--- config.mk ---
export PLATFORM = sky130hd
export DESIGN_NAME = quad_prot_write_engine
export DESIGN_NICKNAME = d
export VERILOG_FILES = /design/src/rtl/qp_pkg.sv /design/src/rtl/qp_prot_regs.sv /design/src/rtl/qp_page_buf.sv /design/src/rtl/qp_prog_timer.sv /design/src/rtl/quad_prot_write_engine.sv
export SDC_FILE = /design/constraint.sdc
export NUM_CORES = 1
export LEC_CHECK = 0
export ABC_AREA = 1
export ABC_CLOCK_PERIOD_IN_PS = 5910
export BUFFER_PORTS_ARGS = -buffer_cell sky130_fd_sc_hd__buf_2
export CORE_MARGIN = 2
export CORE_UTILIZATION = 30
export CTS_CLUSTER_DIAMETER = 150
export DETAILED_ROUTE_END_ITERATION = 10
export PLACE_DENSITY_LB_ADDON = 0.2
export SETUP_SLACK_MARGIN = 0.2
export SLEW_MARGIN = 20
export SYNTH_ARGS = -nofsm -noshare
export SYNTH_HDL_FRONTEND = slang
export SYNTH_HIERARCHICAL = 1
export SYNTH_SLANG_ARGS = --single-unit
export TNS_END_PERCENT = 100
--- constraint.sdc ---
create_clock -name clk -period 5.91 [get_ports clk]
set_input_delay 0.591 -clock clk [delete_from_list [all_inputs] [get_ports clk]]
set_output_delay 0.591 -clock clk [all_outputs]
set_load 0.01 [all_outputs]
--- src/rtl/qp_pkg.sv ---
package qp_pkg;
    typedef enum logic [1:0] {
        OP_OTHER = 2'd0,
        OP_WRITE = 2'd1,
        OP_SETP  = 2'd2,
        OP_CLRP  = 2'd3
    } op_e;

    typedef enum logic [2:0] {
        ST_IDLE,
        ST_WADDR,
        ST_WDATA,
        ST_PROT,
        ST_REJECT,
        ST_PROG
    } st_e;
endpackage

--- src/rtl/qp_prot_regs.sv ---
module qp_prot_regs #(
    parameter int NUM_QUADS = 4,
    localparam int QW = $clog2(NUM_QUADS)
) (
    input  logic                 clk,
    input  logic                 rst_n,
    input  logic                 upd_i,
    input  logic                 set_i,
    input  logic [QW-1:0]        idx_i,
    output logic [NUM_QUADS-1:0] bits_o
);
    for (genvar q = 0; q < NUM_QUADS; q++) begin : g_bit
        always_ff @(posedge clk or negedge rst_n) begin
            if (!rst_n)
                bits_o[q] <= 1'b0;
            else if (upd_i && idx_i == QW'(q))
                bits_o[q] <= set_i;
        end
    end

    // at most one quadrant bit moves per edge
    a_r12_one_bit: assert property (@(posedge clk) disable iff (!rst_n)
        $countones(bits_o ^ $past(bits_o)) <= 1);
endmodule

--- src/rtl/qp_page_buf.sv ---
module qp_page_buf #(
    parameter int PAGE_BYTES = 16,
    localparam int COL_W = $clog2(PAGE_BYTES)
) (
    input  logic             clk,
    input  logic             rst_n,
    input  logic             clr_i,
    input  logic             wr_i,
    input  logic [COL_W-1:0] wcol_i,
    input  logic [7:0]       wdata_i,
    input  logic [COL_W-1:0] rcol_i,
    output logic [7:0]       rdata_o,
    output logic             rvalid_o,
    output logic             any_o
);
    logic [7:0]            data_q [PAGE_BYTES];
    logic [PAGE_BYTES-1:0] mask_q;

    for (genvar c = 0; c < PAGE_BYTES; c++) begin : g_col
        always_ff @(posedge clk or negedge rst_n) begin
            if (!rst_n) begin
                data_q[c] <= 8'h00;
                mask_q[c] <= 1'b0;
            end else if (clr_i) begin
                mask_q[c] <= 1'b0;
            end else if (wr_i && wcol_i == COL_W'(c)) begin
                data_q[c] <= wdata_i;
                mask_q[c] <= 1'b1;
            end
        end
    end

    assign rdata_o  = data_q[rcol_i];
    assign rvalid_o = mask_q[rcol_i];
    assign any_o    = |mask_q;

    // a clear leaves no column marked as loaded
    a_r11_clear_empties: assert property (@(posedge clk) disable iff (!rst_n)
        clr_i |=> !any_o);
endmodule

--- src/rtl/qp_prog_timer.sv ---
module qp_prog_timer #(
    parameter int CYCLES = 50000,
    localparam int CW = $clog2(CYCLES + 1)
) (
    input  logic          clk,
    input  logic          rst_n,
    input  logic          run_i,
    output logic [CW-1:0] cnt_o,
    output logic          done_o
);
    always_ff @(posedge clk or negedge rst_n) begin
        if (!rst_n)
            cnt_o <= '0;
        else if (!run_i)
            cnt_o <= '0;
        else
            cnt_o <= cnt_o + 1'b1;
    end

    assign done_o = run_i && (cnt_o == CW'(CYCLES - 1));

    // the count never runs past the programming window
    a_r5_window: assert property (@(posedge clk) disable iff (!rst_n)
        run_i |-> cnt_o < CW'(CYCLES));
endmodule

--- src/rtl/quad_prot_write_engine.sv ---
module quad_prot_write_engine
    import qp_pkg::*;
#(
    parameter int PROG_CYCLES = 50000,
    parameter int PAGE_BYTES  = 16,
    parameter int NUM_QUADS   = 4,
    parameter int ADDR_W      = 9
) (
    input  logic              clk,
    input  logic              rst_n,
    input  logic              start_i,
    input  logic              stop_i,
    input  logic              hdr_valid_i,
    input  logic [1:0]        hdr_op_i,
    input  logic [1:0]        hdr_quad_i,
    input  logic              page_sel_i,
    input  logic              byte_valid_i,
    input  logic [7:0]        byte_i,
    output logic              ack_valid_o,
    output logic              ack_o,
    output logic              busy_o,
    output logic [3:0]        prot_o,
    output logic              mem_we_o,
    output logic [ADDR_W-1:0] mem_addr_o,
    output logic [7:0]        mem_data_o
);
    localparam int COL_W = $clog2(PAGE_BYTES);
    localparam int QW    = $clog2(NUM_QUADS);
    localparam int CW    = $clog2(PROG_CYCLES + 1);
    localparam int WA_W  = ADDR_W - 1;

    st_e             st, st_n;
    op_e             op_q, hop;
    logic [QW-1:0]   quad_q;
    logic            ps_q;
    logic [WA_W-1:0] waddr_q;
    logic [COL_W-1:0] col_q;

    logic r_valid, r_ack, hdr_take, waddr_ld, buf_wr, buf_clr, prot_upd;
    logic [CW-1:0]   tmr_cnt;
    logic            tmr_done, buf_any, buf_rvalid;
    logic [7:0]      buf_rdata;
    logic [ADDR_W-1:0] full_addr;
    logic [QW-1:0]   wquad;

    assign hop       = op_e'(hdr_op_i);
    assign full_addr = {ps_q, waddr_q};
    assign wquad     = full_addr[ADDR_W-1 -: QW];

    qp_prot_regs #(.NUM_QUADS(NUM_QUADS)) u_prot (
        .clk(clk), .rst_n(rst_n), .upd_i(prot_upd), .set_i(op_q == OP_SETP),
        .idx_i(quad_q), .bits_o(prot_o)
    );

    qp_page_buf #(.PAGE_BYTES(PAGE_BYTES)) u_buf (
        .clk(clk), .rst_n(rst_n), .clr_i(buf_clr), .wr_i(buf_wr),
        .wcol_i(col_q), .wdata_i(byte_i), .rcol_i(tmr_cnt[COL_W-1:0]),
        .rdata_o(buf_rdata), .rvalid_o(buf_rvalid), .any_o(buf_any)
    );

    qp_prog_timer #(.CYCLES(PROG_CYCLES)) u_tmr (
        .clk(clk), .rst_n(rst_n), .run_i(st == ST_PROG),
        .cnt_o(tmr_cnt), .done_o(tmr_done)
    );

    // next state and response
    always_comb begin
        st_n = st; r_valid = 1'b0; r_ack = 1'b0; hdr_take = 1'b0;
        waddr_ld = 1'b0; buf_wr = 1'b0; buf_clr = 1'b0; prot_upd = 1'b0;
        if (st == ST_PROG) begin
            r_valid = hdr_valid_i | byte_valid_i;
            if (tmr_done) begin
                st_n     = ST_IDLE;
                buf_clr  = 1'b1;
                prot_upd = (op_q == OP_SETP) || (op_q == OP_CLRP);
            end
        end else if (start_i) begin
            st_n    = ST_IDLE;
            buf_clr = 1'b1;
        end else if (stop_i) begin
            st_n    = ST_IDLE;
            buf_clr = 1'b1;
            if (st == ST_PROT ||
                (st == ST_WDATA && buf_any && !prot_o[wquad])) begin
                st_n    = ST_PROG;
                buf_clr = 1'b0;
            end
        end else begin
            unique case (st)
                ST_IDLE: if (hdr_valid_i && hop != OP_OTHER) begin
                    hdr_take = 1'b1;
                    r_valid  = 1'b1;
                    r_ack    = 1'b1;
                    if (hop == OP_WRITE)
                        st_n = ST_WADDR;
                    else if (hop == OP_SETP && prot_o[hdr_quad_i[QW-1:0]]) begin
                        st_n  = ST_REJECT;
                        r_ack = 1'b0;
                    end else
                        st_n = ST_PROT;
                end
                ST_WADDR: if (byte_valid_i) begin
                    r_valid  = 1'b1;
                    r_ack    = 1'b1;
                    waddr_ld = 1'b1;
                    st_n     = ST_WDATA;
                end
                ST_WDATA: if (byte_valid_i) begin
                    r_valid = 1'b1;
                    r_ack   = 1'b1;
                    buf_wr  = 1'b1;
                end
                ST_PROT: begin
                    r_valid = byte_valid_i;
                    r_ack   = 1'b1;
                end
                ST_REJECT: r_valid = byte_valid_i;
                default: st_n = ST_IDLE;
            endcase
        end
    end

    // state and registered outputs
    always_ff @(posedge clk or negedge rst_n) begin
        if (!rst_n) begin
            st <= ST_IDLE; op_q <= OP_OTHER; quad_q <= '0; ps_q <= 1'b0;
            waddr_q <= '0; col_q <= '0; ack_valid_o <= 1'b0; ack_o <= 1'b0;
        end else begin
            st          <= st_n;
            ack_valid_o <= r_valid;
            ack_o       <= r_ack;
            if (hdr_take) begin
                op_q   <= hop;
                quad_q <= hdr_quad_i[QW-1:0];
                ps_q   <= page_sel_i;
            end
            if (waddr_ld) begin
                waddr_q <= byte_i[WA_W-1:0];
                col_q   <= byte_i[COL_W-1:0];
            end else if (buf_wr)
                col_q <= col_q + 1'b1;
        end
    end

    assign busy_o     = (st == ST_PROG);
    assign mem_we_o   = busy_o && op_q == OP_WRITE &&
                        tmr_cnt < CW'(PAGE_BYTES) && buf_rvalid;
    assign mem_addr_o = {full_addr[ADDR_W-1:COL_W], tmr_cnt[COL_W-1:0]};
    assign mem_data_o = buf_rdata;

    // anything received while busy is refused
    a_r10_busy_nack: assert property (@(posedge clk) disable iff (!rst_n)
        busy_o && (hdr_valid_i || byte_valid_i) |=> ack_valid_o && !ack_o);
    // protect request on a protected quadrant is refused
    a_r7_reject_hdr: assert property (@(posedge clk) disable iff (!rst_n)
        !busy_o && st == ST_IDLE && !start_i && !stop_i && hdr_valid_i &&
        hop == OP_SETP && prot_o[hdr_quad_i[QW-1:0]] |=> ack_valid_o && !ack_o);
    // programming begins only on STOP
    a_r5_start_on_stop: assert property (@(posedge clk) disable iff (!rst_n)
        $rose(busy_o) |-> $past(stop_i));
    // protection moves only as a cycle ends
    a_r12_prot_at_end: assert property (@(posedge clk) disable iff (!rst_n)
        !$stable(prot_o) |-> $past(busy_o) && !busy_o);
    // memory is written only inside the cycle
    a_r4_we_in_cycle: assert property (@(posedge clk) disable iff (!rst_n)
        mem_we_o |-> busy_o);
endmodule

-- After elaboration in Yosys (flattened, before gate mapping)
Index checks and enable logic that the tools add are counted.
Widths: inputs -> output; s select.
- memories: 0
- bits in writable memories: 0
- ROM bits: 0
- logic and storage cells: 247
- bits of input ports: 19
- bits in latches: 0
- flip-flop bits (word level): 186
- output and inout port bits: 25
- shifts and indexed selects: 0
- magnitude comparators: 5
- $mul: 0
- equality and inequality tests: 33
- reduce and logical (&&, ||, !) cells: 73
- divide/modulo/power cells: 0
- multiplexer cells: 86
- add/sub/neg operators: 2
- bitwise operators: 3
- operators by type and width (cell ; count):
    $mux 1 ; 65
    $reduce_bool 2->1 ; 18
    $bmux 8 s4 ; 1
    $eq 4x4->1 const B ; 8
    $reduce_and 2->1 ; 16
    $logic_and 1x1->1 ; 28
    $mux 3 ; 9
    $add 16x1->16 const B ; 1
    $eq 16x16->1 const B ; 1
    $eq 4x3->1 const B ; 4
    $lt 16x5->1 const B ; 1
    $mux 16 ; 1
    $mux 8 ; 2
    $reduce_or 16->1 ; 1
    $eq 2x2->1 const B ; 5
    $ne 5x5->1 const B ; 2
    $pmux 3 s3 ; 1
    $eq 4x2->1 const B ; 2
    $mux 4 ; 2
    $eq 2x1->1 const B ; 3
    $eq 3x2->1 const B ; 2
    $eq 3x3->1 const B ; 2
    $lt 2x3->1 const B ; 2
    $pmux 1 s3 ; 2
    20 further kinds ; 23

-- Depth between registers and ports, before layout
- word-level depth: 11
- depth in mapped cells: 15
- gate-level depth less buffers: 13

-- By module
Netlist, hierarchy kept.
- by module, submodules not included (module ; seq. area each (um^2) ; area an instance (um^2) ; cells an instance ; instances):
    qp_page_buf ; 3603.5 ; 6914.1 ; 930 ; 1
    quad_prot_write_engine ; 450.4 ; 1167.4 ; 166 ; 1
    qp_prog_timer ; 400.4 ; 932.1 ; 130 ; 1
    qp_prot_regs ; 100.1 ; 191.4 ; 24 ; 1

-- Worst setup path before layout
OpenSTA, ideal clock, no wires.
- kind: flip-flop to flip-flop
- from: register st[1]
- to: register u_buf.mask_q[11]
- slack: 3368 ps
- clock period less this slack: 2542 ps
- data arrival time: 2402 ps
- stages on the path, launching flop included: 15
- cell sequence: dfrtp_1 inv_2 nand3_2 inv_1 inv_1 nor3_1 nand3_1 nor3_1 nor2_1 nor2_1 buf_2 nor2_1 nand2_1 clkbuf_1 o21ai_0
- RTL lines (what ; RTL line ; source):
    from (decl) ; quad_prot_write_engine.sv:32 ; st_e st, st_n;
    from (signal assigned) ; quad_prot_write_engine.sv:129 ; st <= st_n;
    $eq 3x3->1 * ; - ;
    via busy_o ; quad_prot_write_engine.sv:21 ; output logic busy_o,
    $logic_and 1x1->1 * ; qp_prog_timer.sv:20 ; assign done_o = run_i && (cnt_o == CW'(CYCLES - 1));
    via tmr_done ; quad_prot_write_engine.sv:41 ; logic tmr_done, buf_any, buf_rvalid;
    $mux 1 * ; quad_prot_write_engine.sv:72 ; if (tmr_done) begin
    $mux 1 * ; quad_prot_write_engine.sv:70 ; if (st == ST_PROG) begin
    via buf_clr ; quad_prot_write_engine.sv:39 ; logic r_valid, r_ack, hdr_take, waddr_ld, buf_wr, buf_clr, prot_upd;
    $mux 1 or $reduce_bool 2->1 (tied branches) ; - ;
    to (signal, indexed assignment) ; qp_page_buf.sv:23 ; mask_q[c] <= 1'b0;
    to (signal, indexed assignment) ; qp_page_buf.sv:25 ; mask_q[c] <= 1'b0;
    to (signal, indexed assignment) ; qp_page_buf.sv:28 ; mask_q[c] <= 1'b1;
    to (decl) ; qp_page_buf.sv:17 ; logic [PAGE_BYTES-1:0] mask_q;
Mark *: on every way through the listed nets, which the timed path passes. The rest lies on a longest branch.
A chain may end at the register's enable or synchronous reset.

-- Worst setup path after layout
- from: register u_tmr.cnt_o[1]
- to: output mem_data_o[5]
- longest elaborated chain between the ends: 4
- ends and longest elaborated chain (what ; RTL line ; source):
    from (decl) ; qp_prog_timer.sv:8 ; output logic [CW-1:0] cnt_o,
    from (signal assigned) ; qp_prog_timer.sv:17 ; cnt_o <= cnt_o + 1'b1;
    $not 4->5 (implied by the code) ; qp_page_buf.sv:33 ; assign rdata_o = data_q[rcol_i];
    $bmux 8 s4 ; qp_page_buf.sv:33 ;
    $mux 8 (implied by the code) (2 in a row) ; qp_page_buf.sv:33 ;
    to (decl) ; quad_prot_write_engine.sv:25 ; output logic [7:0] mem_data_o
Every way passes these cells. The select of a mux whose other input is x is not followed.

==> results.py <==
metrics = {
    "placement": {
        "gp_congestion": 0.806,
        "dp_slack_ps": 2650,
        "io_buffers": 43,
        "post_dp_cell_area_um2": 9750,
        "place_hpwl_mm": 16.8,
    },
    "power_and_ir_drop": {
        "vdd_drop_max_v": 0.000178,
        "pwr-share-comb_pct": 11.2,
        "p_seq_share_pct": 48.8,
        "internal_power_w": 0.00200,
        "finalPower_w": 0.00278,
        "p_leak_nw": 4.93,
        "sw_frac_of_total_pct": 28.0,
        "clkPwrFrac_pct": 40.0,
        "power_density_nw_per_um2": 269,
        "p_switching_w": 0.000776,
    },
    "sta": {
        "period_share_pct": 60.1,
        "hold_viol": 0,
        "fmax_mhz": 281,
        "fin_crit_ps": 3550,
        "grt_setup_unrepaired": "no",
        "worst_pin_slew_ps": 974,
        "setup_ws_ps": 2360,
        "maxSlewViolCount": 0,
        "clock_skew_ps": 11.1,
        "relSlewSlack_pct": 35.0,
        "setup_violations": 0,
        "finalSetupTns_ps": 0,
    },
    "critical_path": {
        "slowest_delay_ps": 670,
        "path_class": "flop to output port",
        "cp_cell_sequence": "buf_4, clkinv_1, buf_4, nand3_1, nand3_1, nand3_1, nand2_1, buf_2",
        "reg2reg_depth": 12,
        "cp.buffers_inverters": 4,
        "critPathLaunchType": "flop",
        "reg2reg_to": "u_buf/mask_q[3]",
        "crit_path_start": "u_tmr/cnt_o[1]",
        "cp_top_family": "buffers and inverters",
        "worstPathRequired_ps": 5320,
        "crit_path_frequent_cell": "nand3_1",
        "worstPathArrival_ps": 2960,
        "cpMaxStageDelayCell": "clkinv_1",
        "endpoint_kind": "output port",
        "worstSetupEndpoint": "mem_data_o[5]",
        "critical_path.max_fanout": 41,
        "r2r_slack_ps": 2640,
        "path_depth": 8,
        "worstReg2RegStart": "st[0]",
    },
    "route": {
        "wirelength_mm": 25.9,
        "drt_pre_antenna_iters": 5,
        "drc": 0,
        "viasPerCell": 4.63,
        "dr.first_iter.drc_count": 569,
        "ant_nets": 0,
        "post_drt_wl_per_cell_um": 15.5,
        "num_vias": 7747,
    },
    "floorplanning": {
        "pin_count": 44,
        "core-area_um2": 30400,
        "row_count": 64,
        "initial_core_util_pct": 30.3,
        "dieWidth_um": 179,
        "die_y_um": 179,
        "die-area_um2": 32100,
    },
    "synth": {
        "yosysTopAreaCell": "dfrtp_1",
        "netlist_area_um2": 9210,
        "synth_cell_types": 36,
        "synthesis.nets": 1271,
        "synth_warnings": 6,
        "yosysTopAreaCellShare_pct": 49.5,
        "avgSynthCellArea_um2": 7.36,
        "synth_cells": 1250,
        "yosysSeqAreaShare_pct": 49.5,
        "synth_seq_cells": 182,
        "netlist_top_cells_area": "dfrtp_1 (49%), nand2_1 (17%), o21ai_0 (7.7%)",
    },
    "global_routing": {
        "grt_pass1_vias": 7249,
        "grt_max_degree": 99,
        "grt_overflow": 0,
        "use_met3_pct": 2.71,
        "antenna_found_initial": 0,
        "use_met2_pct": 25.5,
        "grt_util_all_layers_pct": 17.0,
        "met1_usage_pct": 25.4,
        "grt_busiest_layer": "met2",
        "grt_first_pass_wirelength_mm": 41.6,
    },
    "cts": {
        "h-tree-depth": 4,
        "cts.path.max_buffers": 2,
        "root_buffer": "clkbuf_16",
        "clk_pin_slew_ps": 70,
        "clock_latency_ps": 430,
        "cts-resized-gates": 0,
        "postCtsSetupRepairBufs": 0,
        "cts_buffers": 17,
        "clock-sinks": 182,
        "tritoncts": "done",
        "postCtsHoldBufs": 0,
    },
    "finish": {
        "drive_gt1_share_pct": 9.71,
        "multi_input_comb_area_um2": 3760,
        "area_growth_syn_to_layout_pct": 12.0,
        "n_fill_cell": 3340,
        "stdcell_area_um2": 10300,
        "fin_nets": 1285,
        "ff_latch_area_um2": 4560,
        "antenna_cells": 0,
    },
    "run_status": {
        "status": "finished clean",
    },
    "worst_hold_path": {
        "min_path_type": "primary input to asynchronous set/reset pin",
    },
    "run": {
        "drv_cap": 0,
    },
}
[sequential cells by signal (all words and copies together) (netlist names), 3 cells and up]
name,cells
waddr_q,4
u_prot/bits_o,4
st,3
u_tmr/cnt_o,16
u_buf/data_q,128
col_q,4
u_buf/mask_q,16
[layout make-up]
class	count	share of cell area, %
Clock inverter	12	1.01
Clock buffer	20	4.43
Timing Repair Buffer	51	2.75
Tap cell	396	4.80
Multi-Input combinational cell	837	36.5
Inverter	175	6.37
Sequential cell	182	44.2
[cell usage after synthesis (all sizes together)]
cell type	count
nand2	439
dfrtp	182
inv	172
o21ai	159
nand3	136
nor2	63
clkbuf	44
buf	12
a21oi	10
nor3	10
nand4	6
nor4	4
clkinv	3
ha	2
o21bai	2
xnor2	2
o211ai	1
o22ai	1
o311ai	1
xor2	1
[kinds of logic after synthesis]
kind of cell | after synthesis | share of synthesized area, %
AND/OR/NAND/NOR | 658 | 30.5
XOR/XNOR | 3 | 0.285
buffers and inverters | 231 | 9.66
adder cells (fa/ha/maj) | 2 | 0.272
flip-flops | 182 | 49.5
AO/OA/AOI/OAI | 174 | 9.84
[worst min path at each step]
stage | startpoint | to | slack [ps] | depth (start not counted)
floorplan | rst_n | ack_o | 300 | 0
global placement | waddr_q[5] | waddr_q[5] | 460 | 2
detailed placement | waddr_q[6] | waddr_q[6] | 470 | 2
CTS | rst_n | u_buf/data_q[124] | 300 | 1
global route | rst_n | u_buf/data_q[123] | 320 | 1
finish | rst_n | u_buf/data_q[123] | 230 | 1
[through the flow]
step / util [%] / instances / hold slack (ps)
detailed placement: 32.1 / 1641 / 470
finish: 33.9 / 1673 / 231
global placement: 32.1 / 1641 / 464
CTS: 33.9 / 1673 / 299
global route: 33.9 / 1673 / 318
floorplan: - / 1250 / 295
[worst register-to-register path, delay by kind of cell, from the launching register on]
| family | cells | cell delay (ps) |
|---|---|---|
| simple gates | 8 | 1540 |
| compound gates | 1 | 200 |
| flops | 1 | 530 |
| buf+inv | 3 | 860 |
[power by group through the flow]
stage | registers, W | clock network, W | logic, W
after floorplan | 0.00137 | 0 | 0.000200
after global placement | 0.00138 | 0 | 0.000313
after detailed placement | 0.00138 | 0 | 0.000316
after CTS | 0.00135 | 0.00114 | 0.000316
after global routing | 0.00136 | 0.00119 | 0.000356
final | 0.00135 | 0.00111 | 0.000311
[layer usage]
layer / part of all wire [%] / up-vias
met5: 0 / -
met4: 1.3 / 0
met3: 4.7 / 20
met2: 43 / 176
met1: 51 / 3622
li1: - / 3929
[layout by cell type, fill, tap and decap left out, drive strengths merged]
| cell type | n |
|---|---|
| o22ai | 1 |
| nand4 | 6 |
| clkinvlp | 3 |
| inv | 173 |
| o311ai | 1 |
| dfrtp | 182 |
| o21ai | 159 |
| bufinv | 1 |
| nor3 | 10 |
| ha | 2 |
| clkinv | 10 |
| o21bai | 2 |
| nand2 | 439 |
| a21oi | 10 |
| nor4 | 4 |
| buf | 50 |
| nand3 | 136 |
| xor2 | 1 |
| nor2 | 63 |
| o211ai | 1 |
| clkbuf | 21 |
| xnor2 | 2 |
(Power assumes the default switching activity.)
